--- config.mk ---
export PLATFORM = sky130hd
export DESIGN_NAME = prg_bank_switch
export DESIGN_NICKNAME = d
export VERILOG_FILES = /design/src/rtl/prg_bank_pkg.sv /design/src/rtl/prg_bank_decode.sv /design/src/rtl/prg_bank_regs.sv /design/src/rtl/prg_window_map.sv /design/src/rtl/prg_bank_switch.sv
export SDC_FILE = /design/constraint.sdc
export NUM_CORES = 1
export LEC_CHECK = 0
export BUFFER_PORTS_ARGS = -buffer_cell sky130_fd_sc_hd__buf_4
export CAP_MARGIN = 20
export CORE_AREA = 5 5 54 56
export DETAILED_ROUTE_END_ITERATION = 8
export DIE_AREA = 0 0 59 61
export PLACE_DENSITY_LB_ADDON = 0.25
export SETUP_SLACK_MARGIN = 0.2
export SLEW_MARGIN = 25
export SYNTH_ARGS = -nofsm -noshare
export SYNTH_HDL_FRONTEND = slang
export SYNTH_SLANG_ARGS = --single-unit
--- constraint.sdc ---
create_clock -name clk -period 1.67 [get_ports clk]
set_clock_uncertainty 0.2 [all_clocks]
set_input_delay 0.334 -clock clk [delete_from_list [all_inputs] [get_ports clk]]
set_output_delay 0.334 -clock clk [all_outputs]
set_load 0.03 [all_outputs]
--- src/rtl/prg_bank_pkg.sv ---
package prg_bank_pkg;
  localparam int ADDR_W    = 16;
  localparam int OFS_W     = 13;
  localparam int WIN_COUNT = 4;

  localparam logic [3:0] NIB_PROG = 4'h8;
  localparam logic [3:0] NIB_CTRL = 4'h9;
  localparam logic [3:0] NIB_MID  = 4'hA;

  typedef enum logic [1:0] {
    MIR_VERT   = 2'd0,
    MIR_HORIZ  = 2'd1,
    MIR_ONE_LO = 2'd2,
    MIR_ONE_HI = 2'd3
  } mirror_e;

  typedef struct packed {
    logic ld_prog;
    logic ld_mid;
    logic ld_mirror;
    logic ld_mode;
  } wr_strobe_t;
endpackage

--- src/rtl/prg_bank_decode.sv ---
module prg_bank_decode
  import prg_bank_pkg::*;
(
  input  logic       wr_en,
  input  logic [3:0] hi_nib,
  input  logic [3:0] lo_nib,
  output wr_strobe_t stb
);
  logic mode_slot;

  always_comb begin
    mode_slot     = (lo_nib == 4'h1) || (lo_nib == 4'h4);
    stb.ld_prog   = wr_en && (hi_nib == NIB_PROG);
    stb.ld_mid    = wr_en && (hi_nib == NIB_MID);
    stb.ld_mirror = wr_en && (hi_nib == NIB_CTRL) && (lo_nib == 4'h0);
    stb.ld_mode   = wr_en && (hi_nib == NIB_CTRL) && mode_slot;
  end
endmodule

--- src/rtl/prg_bank_regs.sv ---
module prg_bank_regs
  import prg_bank_pkg::*;
#(
  parameter int BANK_COUNT = 16,
  parameter int DATA_W     = 8,
  localparam int BANK_W    = $clog2(BANK_COUNT)
) (
  input  logic              clk,
  input  logic              rst,
  input  wr_strobe_t        stb,
  input  logic [DATA_W-1:0] wr_data,
  output logic [BANK_W-1:0] prog_q,
  output logic [BANK_W-1:0] alt_q,
  output logic [BANK_W-1:0] mid_q,
  output logic              swap_q,
  output mirror_e           mirror_q
);
  logic [BANK_W-1:0] wr_bank;

  // Masking to BANK_W bits gives the modulo-BANK_COUNT wrap.
  assign wr_bank = wr_data[BANK_W-1:0];

  generate
    if (BANK_W < DATA_W) begin : g_drop_hi
      logic unused_hi;
      assign unused_hi = ^wr_data[DATA_W-1:BANK_W];
    end
  endgenerate

  always_ff @(posedge clk) begin
    if (rst) begin
      prog_q   <= '0;
      alt_q    <= BANK_W'(BANK_COUNT - 2);
      mid_q    <= BANK_W'(1);
      swap_q   <= 1'b0;
      mirror_q <= MIR_VERT;
    end else begin
      if (stb.ld_prog)   prog_q   <= wr_bank;
      if (stb.ld_mid)    mid_q    <= wr_bank;
      if (stb.ld_mirror) mirror_q <= mirror_e'(wr_data[1:0]);
      if (stb.ld_mode && (wr_data[1] != swap_q)) begin
        prog_q <= alt_q;
        alt_q  <= prog_q;
        swap_q <= wr_data[1];
      end
    end
  end
endmodule

--- src/rtl/prg_window_map.sv ---
module prg_window_map
  import prg_bank_pkg::*;
#(
  parameter int BANK_COUNT = 16,
  localparam int BANK_W    = $clog2(BANK_COUNT),
  localparam int ROM_AW    = BANK_W + OFS_W
) (
  input  logic [BANK_W-1:0]                prog_q,
  input  logic [BANK_W-1:0]                alt_q,
  input  logic [BANK_W-1:0]                mid_q,
  input  logic                             swap_q,
  input  logic [1:0]                       win_sel,
  input  logic [OFS_W-1:0]                 offset,
  output logic [WIN_COUNT-1:0][BANK_W-1:0] win_bank,
  output logic [ROM_AW-1:0]                rom_addr
);
  generate
    for (genvar w = 0; w < WIN_COUNT; w++) begin : g_win
      if (w == 0) begin : g_low
        assign win_bank[w] = swap_q ? alt_q : prog_q;
      end else if (w == 1) begin : g_mid
        assign win_bank[w] = mid_q;
      end else if (w == 2) begin : g_high
        assign win_bank[w] = swap_q ? prog_q : alt_q;
      end else begin : g_top
        assign win_bank[w] = BANK_W'(BANK_COUNT - 1);
      end
    end
  endgenerate

  assign rom_addr = {win_bank[win_sel], offset};
endmodule

--- src/rtl/prg_bank_switch.sv ---
module prg_bank_switch
  import prg_bank_pkg::*;
#(
  parameter int BANK_COUNT = 16,
  parameter int DATA_W     = 8,
  localparam int BANK_W    = $clog2(BANK_COUNT),
  localparam int ROM_AW    = BANK_W + OFS_W
) (
  input  logic              clk,
  input  logic              rst,
  input  logic              cpu_wr,
  input  logic [15:0]       cpu_addr,
  input  logic [DATA_W-1:0] cpu_wdata,
  output logic [ROM_AW-1:0] rom_addr,
  output logic [1:0]        mirror_sel
);
  wr_strobe_t                     stb;
  logic [BANK_W-1:0]              prog_q;
  logic [BANK_W-1:0]              alt_q;
  logic [BANK_W-1:0]              mid_q;
  logic                           swap_q;
  mirror_e                        mirror_q;
  logic [WIN_COUNT-1:0][BANK_W-1:0] win_bank;

  prg_bank_decode u_decode (
    .wr_en  (cpu_wr),
    .hi_nib (cpu_addr[15:12]),
    .lo_nib (cpu_addr[3:0]),
    .stb    (stb)
  );

  prg_bank_regs #(.BANK_COUNT(BANK_COUNT), .DATA_W(DATA_W)) u_regs (
    .clk      (clk),
    .rst      (rst),
    .stb      (stb),
    .wr_data  (cpu_wdata),
    .prog_q   (prog_q),
    .alt_q    (alt_q),
    .mid_q    (mid_q),
    .swap_q   (swap_q),
    .mirror_q (mirror_q)
  );

  prg_window_map #(.BANK_COUNT(BANK_COUNT)) u_map (
    .prog_q   (prog_q),
    .alt_q    (alt_q),
    .mid_q    (mid_q),
    .swap_q   (swap_q),
    .win_sel  (cpu_addr[14:13]),
    .offset   (cpu_addr[OFS_W-1:0]),
    .win_bank (win_bank),
    .rom_addr (rom_addr)
  );

  assign mirror_sel = mirror_q;
endmodule

==> results.py <==
metrics = {
    "layout": {
        "antennaDiodeCount": 0,
        "nets": 151,
        "area_delta_synth_final_pct": 38.8,
        "fin_util": 0.505,
        "drive_gt1_frac": 0.463,
        "fill_cells": 247,
    },
    "clock_network": {
        "root_buffer": "clkbuf_4",
        "cts_tree": "yes",
        "cts.sinks": 15,
        "clkTransAtPathRegs_ns": 0.09,
        "numCtsBuffers": 3,
        "clock_latency_ns": 0.28,
        "clock_path_buffers": 2,
        "htreeDepth": 1,
    },
    "routing": {
        "wl_um": 2180,
        "first_iter_violations": 7,
        "vias": 763,
        "wl_per_cell_um": 14.3,
        "remaining_drc_errors": 0,
        "viasPerCell": 4.99,
        "dr.pass1.iters": 4,
        "postRouteAntennaNets": 0,
    },
    "synthesis": {
        "yosysTopAreaCellShare": 0.346,
        "synthFlopType": "dfxtp_1",
        "ys_ff_latch": 15,
        "synth_edf_count": 0,
        "synth_commonest_cells": "dfxtp_1, nor2_1, buf_4, nand2_1, mux2i_1",
        "yosysTopAreaCell": "dfxtp_1",
        "synthArstFlopShare": 0,
        "yosysSeqAreaShare": 0.346,
        "yosysWarnings": 0,
        "syn_area_per_cell_um2": 8.86,
        "netlist_instances": 98,
        "netlist_top_cells_area": "dfxtp_1, buf_4, mux2i_1",
        "synth.net_count": 125,
        "yosys.cell_types.count": 24,
        "netlist_area_um2": 868,
    },
    "flow_run": {
        "maxCapViolCount": 0,
    },
    "worst_setup_path": {
        "worst_setup_path_end_kind": "output pin",
        "slowest_stage": "dfxtp_4",
        "critical-path-top-delay-family": "flip-flops",
        "path_max_fanout": 2,
        "start_kind": "register",
        "worst_path_largest_cell_delay_ns": 0.37,
        "cp_cell_sequence": "xnor2_4, mux2_4, o22a_4, buf_6",
        "worst-setup-path-type": "register to output pin",
        "required_ns": 1.14,
        "cp.arrival_ns": 1.49,
        "crit_buf_inv": 1,
    },
    "sta": {
        "rsz0062_at_grt": "yes",
        "max_slew_margin": 0.591,
        "layout_min_cycle_time_ns": 2.03,
        "holdWs_ns": 0.102,
        "finalHoldViolCount": 0,
        "setup_viol": 4,
        "period_share": 1.21,
        "setup_ws_ns": -0.357,
        "tightestPinTransition_ns": 0.612,
        "clock.fmax_mhz": 493,
        "finalMaxSlewViolations": 0,
    },
    "power": {
        "p_per_area_nw_per_um2": 623,
        "p_leak_nw": 0.525,
        "power_w": 0.000751,
        "ir_drop_mv": 0.485,
    },
    "status": {
        "failed_checks": "setup timing",
        "status": "finished with violations",
    },
    "floorplan": {
        "dieArea_um2": 3600,
        "die_h_um": 61,
        "io_pins": 46,
        "start_util": 0.364,
        "core-area_um2": 2390,
        "rows": 18,
        "die_w_um": 59,
    },
    "grt": {
        "grt_overflow": 0,
        "grtUsageTotal": 0.136,
        "grt_max_degree": 16,
        "grt_pass1_wl_um": 3700,
        "antenna_found_initial": 0,
        "first_global_vias": 805,
    },
    "place": {
        "dp_hpwl_um": 1580,
        "io_buffers": 25,
        "gp_congestion": 0.743,
    },
    "hold_path": {
        "min_path_type": "input pin to register",
    },
}
==> worst register-to-register path: stages, from the launching register on <==
cell and delay (ns):
dfxtp_4 0.38, buf_4 0.14, xor2_4 0.22, nand4_4 0.20, a211o_1 0.31
==> path summary, 6_finish.rpt <==
path | startpoint | to | slack, ns | depth (start not counted)
setup / recovery | u_regs.swap_q | rom_addr[13] | -0.36 | 4
hold reg to reg | u_regs.prog_q[3] | u_regs.prog_q[3] | 0.28 | 2
hold / removal | cpu_wdata[2] | u_regs.mid_q[2] | 0.10 | 3
setup reg to reg | u_regs.swap_q | u_regs.alt_q[2] | 0.12 | 4
==> stage by stage <==
stage	setup WS [ns]	TNS, ns	instance area [µm²]	instances
after detailed placement	-0.222	-1.99	1070	145
after global routing	-0.415	-1.59	1200	153
after global placement	-0.209	-1.88	1070	145
after floorplan	0.0115	0	908	98
final	-0.357	-1.35	1200	153
after CTS	-0.393	-1.42	1130	151
==> layer usage <==
layer	routed length (µm)	global-route usage	vias to the layer above
met1	875	0.155	361
met3	140	0.0426	2
li1	-	-	379
met4	23	0.0485	0
met5	0	0	-
met2	1140	0.238	21
==> layout make-up <==
cell class                 instances  area [µm²]  share of cell area
clock buffer                       3        22.5              0.0187
multi-input combinational         64         523               0.434
sequential                        15         304               0.252
inverter                           4        15.0              0.0125
tap                               30        37.5              0.0312
timing repair buffer              36         298               0.247
clock inverter                     1        5.00             0.00415
==> kinds of logic (layout without fill, tap and decap cells) <==
family          after synthesis  in the layout  synth area share
compound gates               19             19             0.161
xor+xnor                      3              3            0.0303
buf+inv                      20             44             0.160
flops                        15             15             0.346
mux                           8              8            0.0937
simple gates                 33             34             0.209
==> what timing repair did <==
item | CTS | global route
hold buffers | 0 | 0
pin swaps | 2 | 7
gates cloned | 1 | 0
endpoints found under the setup margin | 15 | 17
gates resized for setup | 3 | 11
buffers inserted | 1 | 2
==> registers in the layout (all words and copies together), names as in the netlist <==
signal           count
u_regs.mid_q         4
u_regs.prog_q        4
u_regs.mirror_q      2
u_regs.swap_q        1
u_regs.alt_q         4
==> placed cells by master, fill, tap and decap left out, types with 2 or more instances in the layout <==
cell type / n
buf_4: 31
mux2i_1: 7
a211o_1: 4
dfxtp_1: 14
o21bai_1: 4
a31oi_1: 4
nand4_4: 2
a21oi_2: 2
nand2_1: 9
nor2_2: 2
inv_1: 4
buf_6: 4
nor2_1: 13
o22a_2: 3
clkbuf_4: 3
==> report_power, final <==
part           switching [W]  internal [W]  total, W
clock network       0.000123     0.0000889  0.000212
registers         0.00000187      0.000359  0.000361
logic              0.0000933     0.0000847  0.000178
total               0.000218      0.000533  0.000751
Power figures use the tool's default switching activity.
